**src/rtl/rzw_pkg.sv**
```systemverilog
package rzw_pkg;

    typedef enum logic [1:0] {
        ST_IDLE = 2'd0,
        ST_DATA = 2'd1,
        ST_NULL = 2'd2,
        ST_GAP  = 2'd3
    } rzw_state_e;

endpackage

```
**src/rtl/rzw_parity.sv**
```systemverilog
module rzw_parity #(
    parameter int WORD_W = 31
) (
    input  logic [WORD_W-1:0] word_i,
    input  logic              even_i,
    output logic              par_o
);

    // frame ones count is odd when even_i = 0, even when even_i = 1
    always_comb begin
        par_o = (^word_i) ^ ~even_i;
    end

endmodule

```
**src/rtl/rzw_loop.sv**
```systemverilog
module rzw_loop #(
    parameter int NRX = 2
) (
    input  logic           selftest_n,
    input  logic           hi_i,
    input  logic           lo_i,
    output logic [NRX-1:0] rx_hi,
    output logic [NRX-1:0] rx_lo
);

    for (genvar i = 0; i < NRX; i++) begin : g_rx
        if ((i % 2) == 0) begin : g_true
            always_comb begin
                rx_hi[i] = ~selftest_n & hi_i;
                rx_lo[i] = ~selftest_n & lo_i;
            end
        end else begin : g_comp
            always_comb begin
                rx_hi[i] = ~selftest_n & lo_i;
                rx_lo[i] = ~selftest_n & hi_i;
            end
        end
    end

endmodule

```
**src/rtl/rzw_seq.sv**
```systemverilog
module rzw_seq
    import rzw_pkg::*;
#(
    parameter int WORD_W  = 31,
    parameter int HS_HALF = 5,
    parameter int LS_HALF = 40,
    parameter int HS_GAP  = 40,
    parameter int LS_GAP  = 320
) (
    input  logic              clk,
    input  logic              rst_n,
    input  logic              tx_en,
    input  logic              rate_low,
    input  logic              fifo_empty,
    input  logic [WORD_W:0]   frame_i,
    output logic              fifo_pop,
    output logic              line_hi,
    output logic              line_lo,
    output logic              tx_ready
);

    localparam int FRAME_W = WORD_W + 1;
    localparam int IDX_W   = $clog2(FRAME_W);
    localparam int MAX_H   = (HS_HALF > LS_HALF) ? HS_HALF : LS_HALF;
    localparam int MAX_G   = (HS_GAP > LS_GAP) ? HS_GAP : LS_GAP;
    localparam int MAX_C   = (MAX_H > MAX_G) ? MAX_H : MAX_G;
    localparam int CNT_W   = $clog2(MAX_C + 1);

    localparam logic [CNT_W-1:0] HS_H = CNT_W'(HS_HALF - 1);
    localparam logic [CNT_W-1:0] LS_H = CNT_W'(LS_HALF - 1);
    localparam logic [CNT_W-1:0] HS_G = CNT_W'(HS_GAP - 1);
    localparam logic [CNT_W-1:0] LS_G = CNT_W'(LS_GAP - 1);
    localparam logic [IDX_W-1:0] LAST = IDX_W'(FRAME_W - 1);

    typedef struct packed {
        rzw_state_e         st;
        logic [CNT_W-1:0]   cnt;
        logic [IDX_W-1:0]   bitn;
        logic [FRAME_W-1:0] sh;
        logic               low;
    } seq_t;

    seq_t q, d;
    logic start;
    logic fetch_ok;

    always_comb begin
        d        = q;
        fetch_ok = tx_en & ~fifo_empty;
        start    = 1'b0;
        case (q.st)
            ST_IDLE: begin
                start = fetch_ok;
            end
            ST_DATA: begin
                if (!tx_en) begin
                    d.st = ST_IDLE;
                end else if (q.cnt == '0) begin
                    d.st  = ST_NULL;
                    d.cnt = q.low ? LS_H : HS_H;
                end else begin
                    d.cnt = q.cnt - 1'b1;
                end
            end
            ST_NULL: begin
                if (!tx_en) begin
                    d.st = ST_IDLE;
                end else if (q.cnt == '0) begin
                    if (q.bitn == LAST) begin
                        d.st  = ST_GAP;
                        d.cnt = q.low ? LS_G : HS_G;
                    end else begin
                        d.st   = ST_DATA;
                        d.bitn = q.bitn + 1'b1;
                        d.sh   = q.sh >> 1;
                        d.cnt  = q.low ? LS_H : HS_H;
                    end
                end else begin
                    d.cnt = q.cnt - 1'b1;
                end
            end
            ST_GAP: begin
                if (q.cnt == '0) begin
                    d.st  = ST_IDLE;
                    start = fetch_ok;
                end else begin
                    d.cnt = q.cnt - 1'b1;
                end
            end
            default: d.st = ST_IDLE;
        endcase
        if (start) begin
            d.st   = ST_DATA;
            d.low  = rate_low;
            d.cnt  = rate_low ? LS_H : HS_H;
            d.bitn = '0;
            d.sh   = frame_i;
        end
        fifo_pop = start;
    end

    always_ff @(posedge clk) begin
        if (!rst_n) begin
            q <= '{st: ST_IDLE, cnt: '0, bitn: '0, sh: '0, low: 1'b0};
        end else begin
            q <= d;
        end
    end

    always_comb begin
        line_hi  = (q.st == ST_DATA) &  q.sh[0];
        line_lo  = (q.st == ST_DATA) & ~q.sh[0];
        tx_ready = (q.st == ST_IDLE) & fifo_empty;
    end


    fetch_to_data_chk: assert property (@(posedge clk) disable iff (!rst_n)
        fifo_pop |=> (q.st == ST_DATA && q.bitn == '0));


    rate_hold_chk: assert property (@(posedge clk) disable iff (!rst_n)
        (q.st != ST_IDLE && $past(q.st) != ST_IDLE && !$past(fifo_pop)) |-> $stable(q.low));


    bit_step_chk: assert property (@(posedge clk) disable iff (!rst_n)
        ($past(q.st) == ST_NULL && q.st == ST_DATA) |-> (q.bitn == IDX_W'($past(q.bitn) + 1'b1)));


    gap_after_last_chk: assert property (@(posedge clk) disable iff (!rst_n)
        (q.st == ST_GAP && $past(q.st) != ST_GAP) |-> ($past(q.bitn) == LAST));


    abort_chk: assert property (@(posedge clk) disable iff (!rst_n)
        (!tx_en && (q.st == ST_DATA || q.st == ST_NULL)) |=> (q.st == ST_IDLE && !line_hi && !line_lo));

endmodule

```
**src/rtl/rzw_tx.sv**
```systemverilog
module rzw_tx #(
    parameter int WORD_W  = 31,
    parameter int HS_HALF = 5,
    parameter int LS_HALF = 40,
    parameter int HS_GAP  = 40,
    parameter int LS_GAP  = 320
) (
    input  logic              clk,
    input  logic              rst_n,
    input  logic              tx_en,
    input  logic              rate_low,
    input  logic              parity_even,
    input  logic              selftest_n,
    input  logic              fifo_empty,
    input  logic [WORD_W-1:0] fifo_word,
    output logic              fifo_pop,
    output logic              line_hi,
    output logic              line_lo,
    output logic              lb_true_hi,
    output logic              lb_true_lo,
    output logic              lb_comp_hi,
    output logic              lb_comp_lo,
    output logic              tx_ready
);

    localparam int NRX = 2;

    logic           par_bit;
    logic [WORD_W:0] frame;
    logic [NRX-1:0] rx_hi;
    logic [NRX-1:0] rx_lo;

    rzw_parity #(.WORD_W(WORD_W)) u_par (
        .word_i (fifo_word),
        .even_i (parity_even),
        .par_o  (par_bit)
    );

    always_comb begin
        frame = {par_bit, fifo_word};
    end

    rzw_seq #(
        .WORD_W  (WORD_W),
        .HS_HALF (HS_HALF),
        .LS_HALF (LS_HALF),
        .HS_GAP  (HS_GAP),
        .LS_GAP  (LS_GAP)
    ) u_seq (
        .clk        (clk),
        .rst_n      (rst_n),
        .tx_en      (tx_en),
        .rate_low   (rate_low),
        .fifo_empty (fifo_empty),
        .frame_i    (frame),
        .fifo_pop   (fifo_pop),
        .line_hi    (line_hi),
        .line_lo    (line_lo),
        .tx_ready   (tx_ready)
    );

    rzw_loop #(.NRX(NRX)) u_loop (
        .selftest_n (selftest_n),
        .hi_i       (line_hi),
        .lo_i       (line_lo),
        .rx_hi      (rx_hi),
        .rx_lo      (rx_lo)
    );

    always_comb begin
        lb_true_hi = rx_hi[0];
        lb_true_lo = rx_lo[0];
        lb_comp_hi = rx_hi[1];
        lb_comp_lo = rx_lo[1];
    end

endmodule

```
**config.mk**
```make
export PLATFORM = sky130hd
export DESIGN_NAME = rzw_tx
export DESIGN_NICKNAME = d
export VERILOG_FILES = /design/src/rtl/rzw_pkg.sv /design/src/rtl/rzw_parity.sv /design/src/rtl/rzw_loop.sv /design/src/rtl/rzw_seq.sv /design/src/rtl/rzw_tx.sv
export SDC_FILE = /design/constraint.sdc
export NUM_CORES = 1
export LEC_CHECK = 0
export ABC_AREA = 1
export BUFFER_PORTS_ARGS = -buffer_cell sky130_fd_sc_hd__buf_2
export CAP_MARGIN = 20
export CORE_MARGIN = 4
export CORE_UTILIZATION = 58
export DETAILED_ROUTE_END_ITERATION = 8
export PLACE_DENSITY = 0.8
export SLEW_MARGIN = 30
export SYNTH_ARGS = -nofsm -noshare
export SYNTH_HDL_FRONTEND = slang
export SYNTH_SLANG_ARGS = --single-unit
```
**constraint.sdc**
```tcl
create_clock -name clk -period 2.6 [get_ports clk]
set_clock_uncertainty 0.1 [all_clocks]
set_input_delay 0.39 -clock clk [delete_from_list [all_inputs] [get_ports clk]]
set_output_delay 0.39 -clock clk [all_outputs]
set_load 0.01 [all_outputs]
```
==> impl_results.md, run 1 <==
- Status: completed
- Part of the cycle the worst path needs: a little over nine tenths
- Type of the worst setup path: reg2out
- Initial DRC count: roughly 130
- CTS hold repair buffers: 0
- Syn Inst Count: around 560
- Num Clock Sinks: 49
- Worst Path Max Fanout: 14
- GRT Overall Usage: about 22%
- Critical path cell sequence: nor2_1, nand2_1, nor2_2, nand3_2, nor2_2, o21ai_4, inv_1, buf_4, buf_2
- Max VDD drop: 0.4540 mV
- Count leader, synth: nand2_1
- Final wirelength: between 7000 and 8000 µm
- Synthesis Warnings: 0
- GR Util met1: between 20% and 30%
- DR vias: between 3,000 and 4,000
- H-tree depth: 2
- Fmax: approximately 0.41 GHz
- P&R area growth vs syn: 10.24%
- CTS Buffer Depth: 2
- Power Dens Cells: ~900 nW/µm²
- RSZ-0062 raised after global routing: true
- Post-route ant nets: 0
- Placement Rows: 27
- Least-Margin Pin Slew: approximately 650 ps
- Buf/Inv on CP: 3
- Crit end category: primary output
- Pins Over Slew Limit: 0
- Ports: 46
- Die H: between 80 and 90 µm
- Top Family by Delay on Critical Path: simple AND/OR/NAND/NOR gates
- Input/output buffers: 45
- WP data arrival: just under 2000 ps
- Post-DP HPWL: 5837 µm
- Slowest stage delay, CP: ~350 ps
- Final WS setup: around 140 ps
- Multi-input gate area: roughly 1900 µm²
- Drt via density: about 5.2
- Biggest regs: u_seq.q (49)
- Slowest stage cell, crit path: dfxtp_1
- Synth top area share: between 20 and 30%
- CTS buffer count: 5
- CP Launch Type: register
- Clock latency on the worst-skew pair: ~300 ps
- Most flops, register: u_seq.q
- Final GP Congestion: between 0.8 and 0.9
- First-pass GRT wire length: between 10,000 and 15,000 µm
- Register area share after synthesis: between 20 and 30%
- Synth Flop Type: dfxtp_1
- Most frequent CP cell: nor2_2
- Met2 usage: a little under two fifths
- Worst hold path class: in2reg
- Tmin final: about 2500 ps
- FF+latch count, synth: 49
- Met3 GRT Util: about 4%
- Yosys top cell by area: dfxtp_1
- Max-Cap Viols: 0
- Antenna violations before repair: 0
- DRC: 0
- Dominant cells by area after synthesis: dfxtp_1, nand2_1, inv_1, a21oi_1, nand3_1
- Final Core Density: 66.37%
- Fraction of layout cells with a size suffix above 1: a little over a tenth
- Worst Path Required: ~2100 ps
- CTS tree: yes
- Final Power: about 3200 µW
- Initial Util: 60.21%
- Post-synth EDFFs: 0
- Core ar.: between 5000 and 6000 µm²
- Die width: 83.84 µm
- Vias in the first global route: 3,110
- Largest net degree at the start of global routing: 57
- CTS clk-pin slew, worst paths: around 80 ps
- Yosys cell types: 33
- Avg Inst Size Synth: between 5 and 6 µm²
- Routed len/inst: ~11 µm
- Clock root cell: clkbuf_8
- Grt ovf: 0
- Register cell area after layout: between 900 and 1000 µm²
- Sum Neg Setup Slack: 0 ps
- Post-synthesis net count: 608
- Mapped cell area: about 3300 µm²
- Filler cells: 527
- Most frequent cells after synthesis: nand2_1, inv_1, dfxtp_1
- Final Hold Vio Count: 0
- DRT Pass-1 Iters: 4
- Global route hottest layer: met2
- Diode count: 0
- Final-stage net count: between 600 and 700
- Largest register FFs: 49
- Post-Place Setup Slack: 246.6 ps
- Slew headroom: roughly 57%
- Final setup vio count: 0
- Post-synth ARST share: 0%
- Leak: around 0.0019 µW
- Die area: about 7000 µm²
## worst min-delay path, delay by kind of cell
| family | cells | cell delay, ps |
|---|---|---|
| buffers and inverters | 1 | 110 |
| AO/OA/AOI/OAI | 1 | 70 |
| AND/OR/NAND/NOR | 1 | 60 |
## cells in the final DEF (no fill, tap or decap), drive strengths merged
cell	count
a211oi	3
a21oi	39
a22oi	1
a31oi	19
and3	1
buf	51
clkbuf	7
dfxtp	49
ha	9
inv	85
nand2	216
nand3	26
nand4	2
nor2	32
nor3	4
nor3b	1
o211ai	5
o21ai	36
o21bai	2
o22ai	3
o31ai	1
or2	1
xnor2	2
xor2	5
## routing by layer
layer  up-vias  wire (µm)
met4         0        150
met1      1533       3509
met3        13        341
li1       1849          -
met5         -          0
met2        75       3630
## cell families after synthesis
group | after synthesis | share of synthesized area, %
xor+xnor | 7 | 1.838
simple gates | 283 | 34.10
fa+ha+maj | 9 | 3.376
compound gates | 109 | 18.19
buf+inv | 104 | 13.09
flops | 49 | 29.41
## repair_timing
item | 4_1_cts | 5_1_grt
resized for setup | 0 | 1
hold endpoints to repair | 0 | 0
setup buffers | 0 | 0
endpoints found under the setup margin | 0 | 2
## final timing paths
path	to	start	cells after the start	slack, ps
max	fifo_pop	u_seq.q[42]	9	140
max reg2reg	u_seq.q[36]	u_seq.q[42]	12	220
min	u_seq.q[27]	fifo_word[26]	3	280
min reg2reg	u_seq.q[26]	u_seq.q[26]	2	360
## metrics by stage
stage,hold slack (ps),area [µm²],instances
after floorplan,329.1,3336,561
after global placement,337.4,3586,665
after detailed placement,346.3,3586,665
after CTS,274.5,3672,672
after global routing,275.9,3677,672
final,277.0,3677,672
## report_power, final
group / internal [µW] / switching, µW
clock: 212 / 246
combinational: 618 / 1120
sequential: 943 / 99.5
## cell type report
| cell class | count | share of cell area (%) |
|---|---|---|
| clock buffers | 7 | 2.348 |
| inverters | 85 | 8.676 |
| multi-input cells | 408 | 52.50 |
| repair buffers | 51 | 7.349 |
| flip-flops and latches | 49 | 26.68 |
| well taps | 72 | 2.450 |
No activity file was read; power rests on OpenSTA's default activity.
==> run 2: changes to the inputs <==
--- a/config.mk
+++ b/config.mk
@@ -6,12 +6,11 @@
 export NUM_CORES = 1
 export LEC_CHECK = 0
 export ABC_AREA = 1
-export BUFFER_PORTS_ARGS = -buffer_cell sky130_fd_sc_hd__buf_2
 export CAP_MARGIN = 20
-export CORE_MARGIN = 4
-export CORE_UTILIZATION = 58
+export CORE_UTILIZATION = 60
 export DETAILED_ROUTE_END_ITERATION = 8
-export PLACE_DENSITY = 0.8
+export DONT_BUFFER_PORTS = 1
+export PLACE_DENSITY = 0.76
 export SLEW_MARGIN = 30
 export SYNTH_ARGS = -nofsm -noshare
 export SYNTH_HDL_FRONTEND = slang
==> impl_results.md, run 2 (synthesis results as in run 1) <==
- Final GP Congestion: 0.9157 (+11%)
- H-tree depth: 2 (unchanged)
- DRC: 0 (unchanged)
- Final setup vio count: 0 (unchanged)
- Vias in the first global route: 2,969 (-4.5%)
- Post-Place Setup Slack: 160.5 ps (-86.11 ps)
- Type of the worst setup path: reg2reg
- Reg2Reg Depth: 12 (unchanged)
- Antenna violations before repair: 0 (unchanged)
- Ports: 46 (unchanged)
- Hold Path End: u_seq.q[47]
- Fraction of layout cells with a size suffix above 1: 4.472% (-6.5 points)
- Die H: 76.56 µm (-8.7%)
- Part of the cycle the worst path needs: 91.34% (-3.2 points)
- Num Clock Sinks: 49 (unchanged)
- Diode count: 0 (unchanged)
- Post-route ant nets: 0 (unchanged)
- DRT Pass-1 Iters: 5 (+1)
- Grt ovf: 0 (unchanged)
- CTS hold repair buffers: 0 (unchanged)
- DR vias: 3,336 (-3.9%)
- Clock root cell: clkbuf_8
- Most flops, register: u_seq.q
- CP Launch Type: register
- Reg-to-Reg Start: u_seq.q[42]
- Tmin final: 2375 ps (-82.22 ps)
- CTS buffer count: 5 (unchanged)
- Hold Crit Depth: 2 (-1)
- Initial Util: 63.69% (+3.5 points)
- Placement Rows: 26 (-3.7%)
- Most common cell after layout, fill and taps aside: nand2_1
- Worst Path Max Fanout: 18 (+4)
- P&R area growth vs syn: 4.501%
- Initial DRC count: 114 (-15%)
- Drt via density: 5.304 (+2.7%)
- Hold_sp: rst_n
- Pins Over Slew Limit: 0 (unchanged)
- Final wirelength: 7156 µm (-6.2%)
- Core ar.: 5238 µm² (-5.5%)
- Final WS setup: 225.1 ps (+82.22 ps)
- Max-Cap Viols: 0 (unchanged)
- Sum Neg Setup Slack: 0 ps (unchanged)
- Crit end category: register
- Routed len/inst: 11.38 µm (+0.17%)
- Clock latency on the worst-skew pair: 300 ps (about the same)
- GRT Overall Usage: 25.38% (+3.5 points)
- Most frequent cells in the layout: nand2_1, inv_1, dfxtp_1
- Final Hold Vio Count: 0 (unchanged)
- Die area: 5861 µm² (-17%)
- CTS Buffer Depth: 2 (unchanged)
- Worst Path Required: 2700 ps (+590 ps)
- Post-DP HPWL: 5360 µm (-8.2%)
- Worst hold path class: in2reg
- R2R setup slack: 230 ps (about the same)
- Slew headroom: 57.98% (+1.4 points)
- Largest net degree at the start of global routing: 57 (unchanged)
- Biggest regs: u_seq.q (49)
- Placed cell areas: 3358 µm² (-6.4%)
- RSZ-0062 raised after global routing: false
- Fmax: 0.4211 GHz (+3.5%)
- Largest register FFs: 49 (unchanged)
- Input/output buffers: 0 (-100%)
- WP data arrival: 2470 ps (+500 ps)
- Max VDD drop: 0.4924 mV (+8.5%)
- Die width: 76.56 µm (-8.7%)
- First-pass GRT wire length: 12,200 µm (-6.5%)
- Status: completed
- CTS tree: yes
- R2r endpoint: u_seq.q[36]
- Power Dens Cells: 919.6 nW/µm² (+4.6%)
- CTS clk-pin slew, worst paths: 90 ps (about the same)
- Least-Margin Pin Slew: 625.6 ps (-25.13 ps)
- Post-route cell area: 3486 µm² (-5.2%)
- Leak: 0.001781 µW (-8.4%)
- Final-stage net count: 605 (-6.5%)
## run 2: changes by cell type in the layout (fill, tap and decap cells not counted), sizes merged
| cell | change |
|---|---|
| buf | -42 |
| clkbuf | -1 |
| clkinv | +2 |
## run 2: per-stage QoR
stage	power, µW	cells	utilization, %	hold WS (ps)
2_1_floorplan	2400	561	-	329.1
3_3_place_gp	2686	618	64.12	340.7
3_5_place_dp	2716	618	64.12	343.4
4_1_cts	3184	626	65.96	83.54
5_1_grt	3490	629	66.56	89.35
6_report	3205	629	66.56	84.24
## run 2: area by class of cell
type	instances	area (µm²)
clock buffer	6	82.58
clock inverter	2	13.76
fill	473	1752
inverter	85	319.1
multi-input combinational	408	1931
sequential	49	980.9
tap	70	87.58
timing repair buffer	9	71.32
## run 2: report_power, final
group / internal, µW / total [µW] / switching, µW
logic: 613 / 1690 / 1080
clock network: 216 / 472 / 256
registers: 943 / 1040 / 98.9
total: 1770 / 3210 / 1430
## run 2: worst max-delay path by stage
stage / start / endpoint / slack, ps / cells after the start
2_1_floorplan: u_seq.q[34] / u_seq.q[21] / 710 / 9
3_3_place_gp: u_seq.q[34] / u_seq.q[20] / 230 / 10
3_5_place_dp: u_seq.q[34] / u_seq.q[36] / 160 / 10
4_1_cts: u_seq.q[34] / u_seq.q[36] / 140 / 10
5_1_grt: u_seq.q[38] / u_seq.q[44] / 40 / 12
6_report: u_seq.q[42] / u_seq.q[36] / 230 / 12
## run 2: critical path: stages, from the launching register on
cell	delay, ps
dfxtp_1	350
nor2_1	150
nand2_1	90
nor2_2	100
nand3_2	160
buf_4	210
nor3_4	310
buf_6	160
inv_2	130
nor2_1	240
nand4_1	130
nand2_1	90
nor2_1	50
## run 2: metal layers
metal	up-vias	track usage (%)	part of all wire (%)
li1	1766	-	-
met1	1483	30.65	47
met2	82	45.50	47
met3	5	5.150	5.4
met4	0	6.538	0.85
met5	-	0	0
## run 2: repair_timing
item                                    CTS  global route
gates resized for setup                   0             2
buffers inserted                          0             3
endpoints found under the setup margin    0            12
==> run 3: changes to the inputs <==
==> constraint.sdc (replaced) <==
create_clock -name clk -period 2.8 [get_ports clk]
set_clock_uncertainty 0.1 [all_clocks]
set_input_delay 0.42 -clock clk [delete_from_list [all_inputs] [get_ports clk]]
set_output_delay 0.42 -clock clk [all_outputs]
set_load 0.01 [all_outputs]
==> impl_results.md, run 3 (synthesis results as in run 1) <==
- Status: completed
- Most frequent cells in the layout: nand2_1, inv_1, dfxtp_1
- Most flops, register: u_seq.q
- Worst Path Max Fanout: 14 (-4)
- Worst hold path class: in2reg
- Fraction of layout cells with a size suffix above 1: 4.129% (-0.34 points)
- RSZ-0062 raised after global routing: false
- Final wirelength: 7162 µm (about the same)
- Routed len/inst: 11.42 µm (+0.40%)
- Pins Over Slew Limit: 0 (unchanged)
- Fmax: between 0.4 and 0.5 GHz
- Initial Util: 63.69% (unchanged)
- CP Launch Type: register
- First-pass GRT wire length: 12,230 µm (+0.22%)
- Largest register FFs: 49 (unchanged)
- Die H: 76.56 µm (unchanged)
- CTS clk-pin slew, worst paths: 100 ps (about the same)
- Max VDD drop: 0.4498 mV (-8.7%)
- Clock root cell: clkbuf_8
- Initial DRC count: 109 (-4.4%)
- Post-DP HPWL: 5513 µm (+2.9%)
- Crit end category: primary output
- Post-route ant nets: 0 (unchanged)
- CTS hold repair buffers: 0 (unchanged)
- Least-Margin Pin Slew: 625.7 ps (+0.1251 ps)
- CTS Buffer Depth: 2 (unchanged)
- Final GP Congestion: 0.8964 (-2.1%)
- Biggest regs: u_seq.q (49)
- DRC: 0 (unchanged)
- WP data arrival: 1930 ps (-540 ps)
- Num Clock Sinks: 49 (unchanged)
- DR vias: 3,310 (-0.78%)
- Sum Neg Setup Slack: 0 ps (unchanged)
- Ports: 46 (unchanged)
- Power Dens Cells: 841.5 nW/µm² (-8.5%)
- Type of the worst setup path: reg2out
- Largest net degree at the start of global routing: 38 (-33%)
- GRT Overall Usage: 25.48% (+0.11 points)
- H-tree depth: 2 (unchanged)
- Most common cell after layout, fill and taps aside: nand2_1
- Grt ovf: 0 (unchanged)
- Leak: 0.001752 µW (-1.6%)
- Final setup vio count: 0 (unchanged)
- Part of the cycle the worst path needs: 87.35%
- Clock latency on the worst-skew pair: 300 ps (about the same)
- DRT Pass-1 Iters: 4 (-1)
- CTS-repair resized insts: 0 (unchanged)
- Max-Cap Viols: 0 (unchanged)
- Placement Rows: 26 (unchanged)
- Final-stage net count: 603 (-0.33%)
- CTS tree: yes
- Die width: 76.56 µm (unchanged)
- Worst Path Required: 2280 ps (-420 ps)
- Final WS setup: 354.3 ps (+129.2 ps)
- Slew headroom: 57.97% (about the same)
- Post-Place Setup Slack: 525.4 ps (+364.9 ps)
- Tmin final: 2446 ps
- Vias in the first global route: 2,945 (-0.81%)
- CTS buffer count: 5 (unchanged)
- Die area: 5861 µm² (unchanged)
- Core ar.: 5238 µm² (unchanged)
- Input/output buffers: 0 (unchanged)
- Diode count: 0 (unchanged)
- P&R area growth vs syn: 3.639%
- Final Hold Vio Count: 0 (unchanged)
- Antenna violations before repair: 0 (unchanged)
- Drt via density: 5.279 (-0.46%)
- Post-CTS Repair Setup Buffers: 0 (unchanged)
==> run 3: metal layers <==
metal  track usage, %  wire, µm  vias up
met5                0         0        -
met4            7.692        77        0
met3            5.749       382        8
met2            46.40      3455       73
met1            29.43      3245     1469
li1                 -         -     1760
==> run 3: worst max-delay path, cell delays in order (launching register included) <==
cell and delay (ps):
dfxtp_1 350, nor2_1 140, nand2_1 100, nor2_2 110, nand3_2 230, nor2_2 230, o21ai_4 100, inv_1 110
buf_4 240
==> run 3: path summary, 6_finish.rpt <==
path,cells after the start,startpoint,slack (ps),end
setup / recovery,8,u_seq.q[42],350,fifo_pop
hold reg to reg,2,u_seq.q[10],360,u_seq.q[10]
setup reg to reg,9,u_seq.q[34],510,u_seq.q[31]
hold / removal,2,rst_n,120,u_seq.q[47]
==> run 3: metrics by stage <==
step	utilization (%)	power [µW]	std cells	instance area, µm²	hold slack (ps)
after detailed placement	64.26	2492	619	3366	347.3
after floorplan	-	2229	561	3336	329.1
after CTS	66.01	2907	627	3457	115.5
after global routing	66.01	3186	627	3457	116.8
final	66.01	2909	627	3457	120.1
after global placement	64.26	2455	619	3366	338.2
==> run 3: area by class of cell <==
class	count	area [µm²]
fill	498	1780
timing repair buffer	7	52.55
inverter	85	319.1
multi-input combinational	408	1926
clock buffer	5	68.82
sequential	49	980.9
clock inverter	3	22.52
tap	70	87.58
==> run 3: where the power goes <==
part | total, µW | internal [µW] | switching (µW) | leakage [µW]
sequential | 965 | 876 | 89.0 | 0.000400
combinational | 1530 | 531 | 998 | 0.00132
clock | 416 | 175 | 240 | 0.0000364
total | 2910 | 1580 | 1330 | 0.00175
